`src/rtl/spi_chunk_pkg.sv`:
```
package spi_chunk_pkg;

    typedef enum logic [2:0] {
        ST_IDLE,
        ST_SELECT,
        ST_ISSUE,
        ST_WAIT_DONE,
        ST_FINISH
    } seq_state_e;

    typedef enum logic [1:0] {
        CH_NONE,
        CH_RX_ONLY,
        CH_TX_ONLY,
        CH_DUPLEX
    } chunk_kind_e;

endpackage

```
`src/rtl/spi_rem_ctr.sv`:
```
module spi_rem_ctr #(
    parameter int W = 8
) (
    input  logic         clk,
    input  logic         rst,
    input  logic         load,
    input  logic [W-1:0] load_val,
    input  logic         dec,
    input  logic [W-1:0] dec_amt,
    output logic [W-1:0] value
);

    always_ff @(posedge clk) begin
        if (rst) begin
            value <= '0;
        end else if (load) begin
            value <= load_val;
        end else if (dec) begin
            value <= (value > dec_amt) ? (value - dec_amt) : '0;
        end
    end


    no_rise_chk: assert property (@(posedge clk) disable iff (rst)
        !load |=> value <= $past(value));

endmodule

```
`src/rtl/spi_chunk_pick.sv`:
```
module spi_chunk_pick
    import spi_chunk_pkg::*;
#(
    parameter int W = 8
) (
    input  logic [W-1:0] tx_rem,
    input  logic [W-1:0] rx_rem,
    output chunk_kind_e  kind,
    output logic [W-1:0] len
);

    logic tx_zero;
    logic rx_zero;

    assign tx_zero = (tx_rem == '0);
    assign rx_zero = (rx_rem == '0);

    always_comb begin
        unique case ({tx_zero, rx_zero})
            2'b11: begin
                kind = CH_NONE;
                len  = '0;
            end
            2'b10: begin
                kind = CH_RX_ONLY;
                len  = rx_rem;
            end
            2'b01: begin
                kind = CH_TX_ONLY;
                len  = tx_rem;
            end
            default: begin
                kind = CH_DUPLEX;
                len  = (tx_rem < rx_rem) ? tx_rem : rx_rem;
            end
        endcase
    end

endmodule

```
`src/rtl/spi_chunk_seq.sv`:
```
module spi_chunk_seq
    import spi_chunk_pkg::*;
#(
    parameter int CNT_W = 8
) (
    input  logic             clk,
    input  logic             rst,
    input  logic             req_valid,
    input  logic [CNT_W-1:0] req_tx_len,
    input  logic [CNT_W-1:0] req_rx_len,
    input  logic             eng_done,
    output logic             sel_active,
    output logic             busy,
    output logic             eng_start,
    output logic [CNT_W-1:0] eng_len,
    output logic             eng_tx_en,
    output logic             eng_rx_en,
    output logic             xfer_done
);

    seq_state_e       state_q;
    seq_state_e       state_d;
    chunk_kind_e      pick_kind;
    logic [CNT_W-1:0] pick_len;
    logic [CNT_W-1:0] chunk_len_q;
    logic [CNT_W-1:0] tx_rem;
    logic [CNT_W-1:0] rx_rem;
    logic             cap_req;
    logic             chunk_fin;

    assign cap_req   = (state_q == ST_IDLE) && req_valid;
    assign chunk_fin = (state_q == ST_WAIT_DONE) && eng_done;

    spi_rem_ctr #(.W(CNT_W)) tx_ctr_i (
        .clk      (clk),
        .rst      (rst),
        .load     (cap_req),
        .load_val (req_tx_len),
        .dec      (chunk_fin),
        .dec_amt  (chunk_len_q),
        .value    (tx_rem)
    );

    spi_rem_ctr #(.W(CNT_W)) rx_ctr_i (
        .clk      (clk),
        .rst      (rst),
        .load     (cap_req),
        .load_val (req_rx_len),
        .dec      (chunk_fin),
        .dec_amt  (chunk_len_q),
        .value    (rx_rem)
    );

    spi_chunk_pick #(.W(CNT_W)) pick_i (
        .tx_rem (tx_rem),
        .rx_rem (rx_rem),
        .kind   (pick_kind),
        .len    (pick_len)
    );

    always_comb begin
        state_d = state_q;
        unique case (state_q)
            ST_IDLE:      if (req_valid) state_d = ST_SELECT;
            ST_SELECT:    state_d = ST_ISSUE;
            ST_ISSUE:     state_d = (pick_kind == CH_NONE) ? ST_FINISH : ST_WAIT_DONE;
            ST_WAIT_DONE: if (eng_done) state_d = ST_ISSUE;
            ST_FINISH:    state_d = ST_IDLE;
            default:      state_d = ST_IDLE;
        endcase
    end

    always_ff @(posedge clk) begin
        if (rst) begin
            state_q     <= ST_IDLE;
            chunk_len_q <= '0;
        end else begin
            state_q <= state_d;
            if (state_q == ST_ISSUE) chunk_len_q <= pick_len;
        end
    end

    always_comb begin
        sel_active = 1'b0;
        busy       = 1'b0;
        eng_start  = 1'b0;
        xfer_done  = 1'b0;
        unique case (state_q)
            ST_IDLE: ;
            ST_SELECT: begin
                sel_active = 1'b1;
                busy       = 1'b1;
            end
            ST_ISSUE: begin
                sel_active = 1'b1;
                busy       = 1'b1;
                eng_start  = (pick_kind != CH_NONE);
            end
            ST_WAIT_DONE: begin
                sel_active = 1'b1;
                busy       = 1'b1;
            end
            ST_FINISH: begin
                busy      = 1'b1;
                xfer_done = 1'b1;
            end
            default: ;
        endcase
    end

    assign eng_len   = pick_len;
    assign eng_tx_en = (pick_kind == CH_TX_ONLY) || (pick_kind == CH_DUPLEX);
    assign eng_rx_en = (pick_kind == CH_RX_ONLY) || (pick_kind == CH_DUPLEX);


    start_pulse_chk: assert property (@(posedge clk) disable iff (rst)
        eng_start |=> !eng_start);


    duplex_min_chk: assert property (@(posedge clk) disable iff (rst)
        (eng_start && eng_tx_en && eng_rx_en) |-> (eng_len <= tx_rem && eng_len <= rx_rem));


    done_empty_chk: assert property (@(posedge clk) disable iff (rst)
        xfer_done |-> (tx_rem == '0 && rx_rem == '0));


    cs_release_chk: assert property (@(posedge clk) disable iff (rst)
        $fell(sel_active) |-> xfer_done);


    nonzero_len_chk: assert property (@(posedge clk) disable iff (rst)
        eng_start |-> eng_len != '0);

endmodule

```
`config.mk`:
```
export PLATFORM = sky130hd
export DESIGN_NAME = spi_chunk_seq
export DESIGN_NICKNAME = d
export VERILOG_FILES = /design/src/rtl/spi_chunk_pkg.sv /design/src/rtl/spi_rem_ctr.sv /design/src/rtl/spi_chunk_pick.sv /design/src/rtl/spi_chunk_seq.sv
export SDC_FILE = /design/constraint.sdc
export NUM_CORES = 1
export LEC_CHECK = 0
export BUFFER_PORTS_ARGS = -buffer_cell sky130_fd_sc_hd__buf_4
export CORE_UTILIZATION = 57
export DETAILED_ROUTE_END_ITERATION = 12
export PLACE_DENSITY = 0.89
export SYNTH_ARGS = -nofsm -noshare
export SYNTH_HDL_FRONTEND = slang
export SYNTH_SLANG_ARGS = --single-unit
```
`constraint.sdc`:
```
create_clock -name clk -period 3 [get_ports clk]
set_clock_uncertainty 0.1 [all_clocks]
set_input_delay 0.45 -clock clk [delete_from_list [all_inputs] [get_ports clk]]
set_output_delay 0.45 -clock clk [all_outputs]
set_load 0.01 [all_outputs]
```
# Word-level counts from Yosys, hierarchy flattened
# Cells that the tools add are included.
# classes
n_addsub	2
order_cmp	3
n_eq_ne	12
muxes	17
n_reduce_logical	13
# ops
cell	n
$mux W8	7
$pmux W8 S3	1
$gt A8 B8 Y1	2
$logic_not A8 Y1	2
$sub A8 B8 Y8	2
$pmux W3 S4	1
$mux W3	3
$eq A2 B2 Y1 const B	4
$lt A8 B8 Y1	1
$eq A3 B2 Y1 const B	2
$pmux W2 S3	1
$eq A2 B1 Y1 const B	2
$mux W1	4
$ne A2 B2 Y1 const B	2
$reduce_bool A2 Y1	2
$reduce_or A4 Y1	1
$eq A3 B1 Y1 const B	1
$eq A3 B3 Y1 const B	1
$logic_not A3 Y1	1
$reduce_or A3 Y1	1
$logic_and A1 B1 Y1	2
$logic_not A2 Y1	1
$logic_or A1 B1 Y1	2
$reduce_and A2 Y1	1
# word_totals
regBits	27
input_bits	20
out_inout_bits	14
wordCells	51

# Depth between registers and ports, before layout
# logic_depth
word_depth	6
depth_mapped	9
depth_no_buf	9

# Hierarchy
# From an unflattened synthesis, not the netlist that was laid out.
# unflattened
cells_unflattened	336
hier_area_um2	2816.5
# modules_own_cells
mod	instances	cells_each	area_each_um2	seq_area_each_um2
spi_rem_ctr	2	106	872.1	160.2
spi_chunk_pick	1	75	604.3	0.0
spi_chunk_seq	1	49	467.9	220.2

# Least setup slack after synthesis
# OpenSTA, ideal clock, no wires.
# synth_timing
kind	register to output
start	register rx_ctr_i.value[1]
end	output port eng_len[0]
arrival_ns	1.877
required_ns	2.450
path_slack_ns	0.573
path_stages_with_launch	7
path_buffers	0
path_cell_list	dfxtp_1 -> inv_1 -> ha_1 -> a2111o_1 -> a31oi_2 -> nor2_2 -> a21oi_1
# synth_via
elab_chain_cells	3
elab_cells_between_ends	7
cone_classes	order compare (1); eq/ne (3); mux (2); reduce/logical (1)
# synth_lines
item	line	rtl
start, declared	spi_rem_ctr.sv:10	output logic [W-1:0] value
start signal, assigned	spi_rem_ctr.sv:17	value <= load_val;
start signal, assigned	spi_rem_ctr.sv:19	value <= (value > dec_amt) ? (value - dec_amt) : '0;
$lt A8 B8 Y1 or $logic_not A8 Y1 (tied branches)	spi_chunk_pick.sv:34, spi_chunk_pick.sv:16	
$mux W8 (tied with other cells)	spi_chunk_pick.sv:34	len = (tx_rem < rx_rem) ? tx_rem : rx_rem;
$pmux W8 S3 *	spi_chunk_pick.sv:19	unique case ({tx_zero, rx_zero})
end, declared	spi_chunk_seq.sv:15	output logic [CNT_W-1:0] eng_len,
# Every way passes the cells marked *; elsewhere a longest branch is shown, timed or not.

# Worst setup path in the final report
# layout_timing
start	register rx_ctr_i.value[1]
end	output port eng_len[5]
# Same word-level chain as after synthesis.

==> impl_metrics.ini <==
[power_and_ir_drop]
powerDensity_nw_per_um2 = 511.1
vdd_drop_max_v = 0.0002823
power_uw = 1328
p_leak_uw = 0.001071

[min_path]
hold_class = input pin to flip-flop

[detailed_routing]
drtAntennaViolNets = 0
vias = 2298
drc = 0
first_pass_iters = 8
wl_um = 6192
via_per_inst = 6.473
wl_per_cell_um = 17.44
drt_first_iter_violations = 371

[timing]
slew_headroom_pct = 57.97
finalCritPeriodShare_pct = 97.25
fmaxAchievable_mhz = 342.8
period_needed_ns = 2.917
rsz0062_at_grt = false
slew_violations = 0
setup_tns_ns = 0
worst_slack_ns = 0.08259
setup_viol = 0
worst_slew_pin_slew_ns = 0.6305
hold_viol_final = 0

[setup_path]
cp.required_ns = 2.45
path_max_fanout = 8
arrival_ns = 2.37
path_cells = inv_1 -> ha_1 -> a2111o_1 -> a311o_2 -> a21oi_1 -> a21oi_1 -> buf_4
worstSetupPathType = flip-flop to output pin
critPathMaxStageDelay_ns = 0.44
critPathBufInv = 2
critical-path-top-delay-family = compound AO/OA/AOI/OAI gates
start_kind = flip-flop
crit_slowest_cell = a2111o_1
critPathCaptureType = output pin
crit_top_cell = a21oi_1

[final_layout]
fillers = 309
num_antenna_cells = 0
multi_input_area_um2 = 1525
drive_gt1_share_pct = 18.24
seq_area_um2 = 544.3
final_cell_mix = buf_4, inv_1, dfxtp_1
final_common_cell = buf_4
fin_nets = 353
syn_to_final_growth_pct = 18.01

[clock_tree]
cts_buffers = 3
cts_tree = built
clk_latency_ns = 0.28
cts.clk_slew.worst_paths_ns = 0.09
clockBufferDepth = 2
cts.sinks = 27
htree_levels = 1
cts-root-buf = clkbuf_8

[placement]
routabilityCongestion = 0.9406
io_buffer_count = 33
pre_cts_ws_ns = 0.2663
hpwl_um = 4707

[floorplan]
start_util_pct = 59.70
design.die.area_um2 = 4116
io_pins = 34
dieWidth_um = 64.16
die_y_um = 64.16
coreArea_um2 = 3689
num_rows = 22

[yosys]
synth_cell_type_count = 48
synth_compound_area_share_pct = 29.89
yosys.area_share.simple_pct = 19.72
syn_nets = 315
synth_warnings = 0
syn_inst = 270
synth_edf_count = 0
synth-main-ff-cell = dfxtp_1
synth_fa_ha_area_share_pct = 14.89
synth_top_family_by_area = compound AO/OA/AOI/OAI gates
synth.cell_area_um2 = 2202
synthMuxAreaShare_pct = 0.4545
async_reset_ff_share_pct = 0
ys_ff_latch = 27
syn_avg_cell_area_um2 = 8.156
synth_xor_area_share_pct = 3.580
seq_area_frac_synth_pct = 24.55

[job]
timing.max_cap.violations = 0

[grt]
grt_pass1_wl_um = 10290
antenna_found_initial = 0
grt_pass1_vias = 2207
grt_use_total_pct = 32.16
grt_max_degree = 35
grt_overflow = 0

[status]
status = complete, no violations
## worst reg2reg max path, delay by kind of cell, from the launching register on
kind	cells	cell delay, ns
flops	1	0.34
compound gates	3	0.75
simple gates	2	0.19
buf+inv	3	0.34
fa+ha+maj	2	0.60
## final cells by class
type	instances	share of cell area [%]
timing repair buffer	43	12.42
multi-input combinational	206	58.69
sequential	27	20.94
clock buffer	4	1.733
tap	48	2.311
inverter	27	3.900
## registers in the layout (all words and copies together), names as in the netlist
| signal | count |
|---|---|
| chunk_len_q | 8 |
| state_q | 3 |
| rx_ctr_i.value | 8 |
| tx_ctr_i.value | 8 |
## per-stage QoR
step	util (%)	hold slack [ns]	area, um^2	std cells
2_1_floorplan	-	0.3523	2202	270
3_3_place_gp	68.69	0.3696	2534	351
3_5_place_dp	68.69	0.3767	2534	351
4_1_cts	70.18	0.3161	2589	355
5_1_grt	70.45	0.3537	2599	355
6_report	70.45	0.3162	2599	355
## power breakdown
part	internal, uW	switching, uW
sequential	387	38.9
combinational	297	394
clock	95.3	117
## synthesized netlist by cell type (all sizes together), types with 2 or more instances
| library cell | number | area share [%] |
|---|---|---|
| o2111ai | 2 | 0.80 |
| xor2 | 6 | 2.4 |
| a31oi | 6 | 2.0 |
| a21oi | 24 | 5.5 |
| o22ai | 4 | 1.1 |
| or4 | 2 | 0.68 |
| a221oi | 2 | 0.80 |
| nor3 | 8 | 1.8 |
| nor4 | 2 | 0.57 |
| a222oi | 8 | 3.6 |
| nand2b | 6 | 1.7 |
| nand3 | 4 | 0.91 |
| clkbuf | 4 | 0.68 |
| a311o | 2 | 0.97 |
| nor2b | 2 | 0.57 |
| and2 | 2 | 0.57 |
| ha | 23 | 13 |
| nand2 | 5 | 0.85 |
| o21ai | 17 | 3.9 |
| xnor2 | 3 | 1.2 |
| nand4 | 4 | 1.1 |
| o31ai | 6 | 2.0 |
| fa | 2 | 1.8 |
| buf | 5 | 1.3 |
| nand3b | 13 | 4.4 |
| o21a | 3 | 1.0 |
| a211o | 2 | 0.80 |
| a2111oi | 3 | 1.2 |
| dfxtp | 27 | 25 |
| inv | 27 | 4.6 |
| a21o | 4 | 1.4 |
| nor2 | 22 | 3.9 |
| a211oi | 2 | 0.68 |
| a22oi | 8 | 2.7 |
| a2111o | 2 | 1.0 |
## kinds of logic after synthesis
family | count (synthesis)
mux | 1
xor+xnor | 9
compound gates | 96
simple gates | 75
buf+inv | 37
fa+ha+maj | 25
flops | 27
## metal layers
layer	track usage, %	vias to the layer above	part of all wire [%]
li1	-	1101	-
met1	43.39	1055	41
met2	53.59	128	48
met3	3.929	14	9.8
met4	9.444	0	1.6
met5	0	-	0
## timing repair
item | in CTS | in global routing
gates cloned | 0 | 0
hold buffers | 0 | 0
setup endpoints to repair | 6 | 8
pin swaps | 0 | 1
setup buffers | 0 | 0
gates resized for setup | 2 | 5
## path summary, 6_finish.rpt
kind                startpoint                 to  slack [ns]  cells past startpoint
max          rx_ctr_i.value[1]         eng_len[5]        0.08                      7
min              req_tx_len[0]  tx_ctr_i.value[0]        0.32                      3
max reg2reg  rx_ctr_i.value[0]  rx_ctr_i.value[1]        0.57                     10
min reg2reg     chunk_len_q[6]     chunk_len_q[6]        0.39                      2
Note: power is estimated with default switching activity, not from simulation.
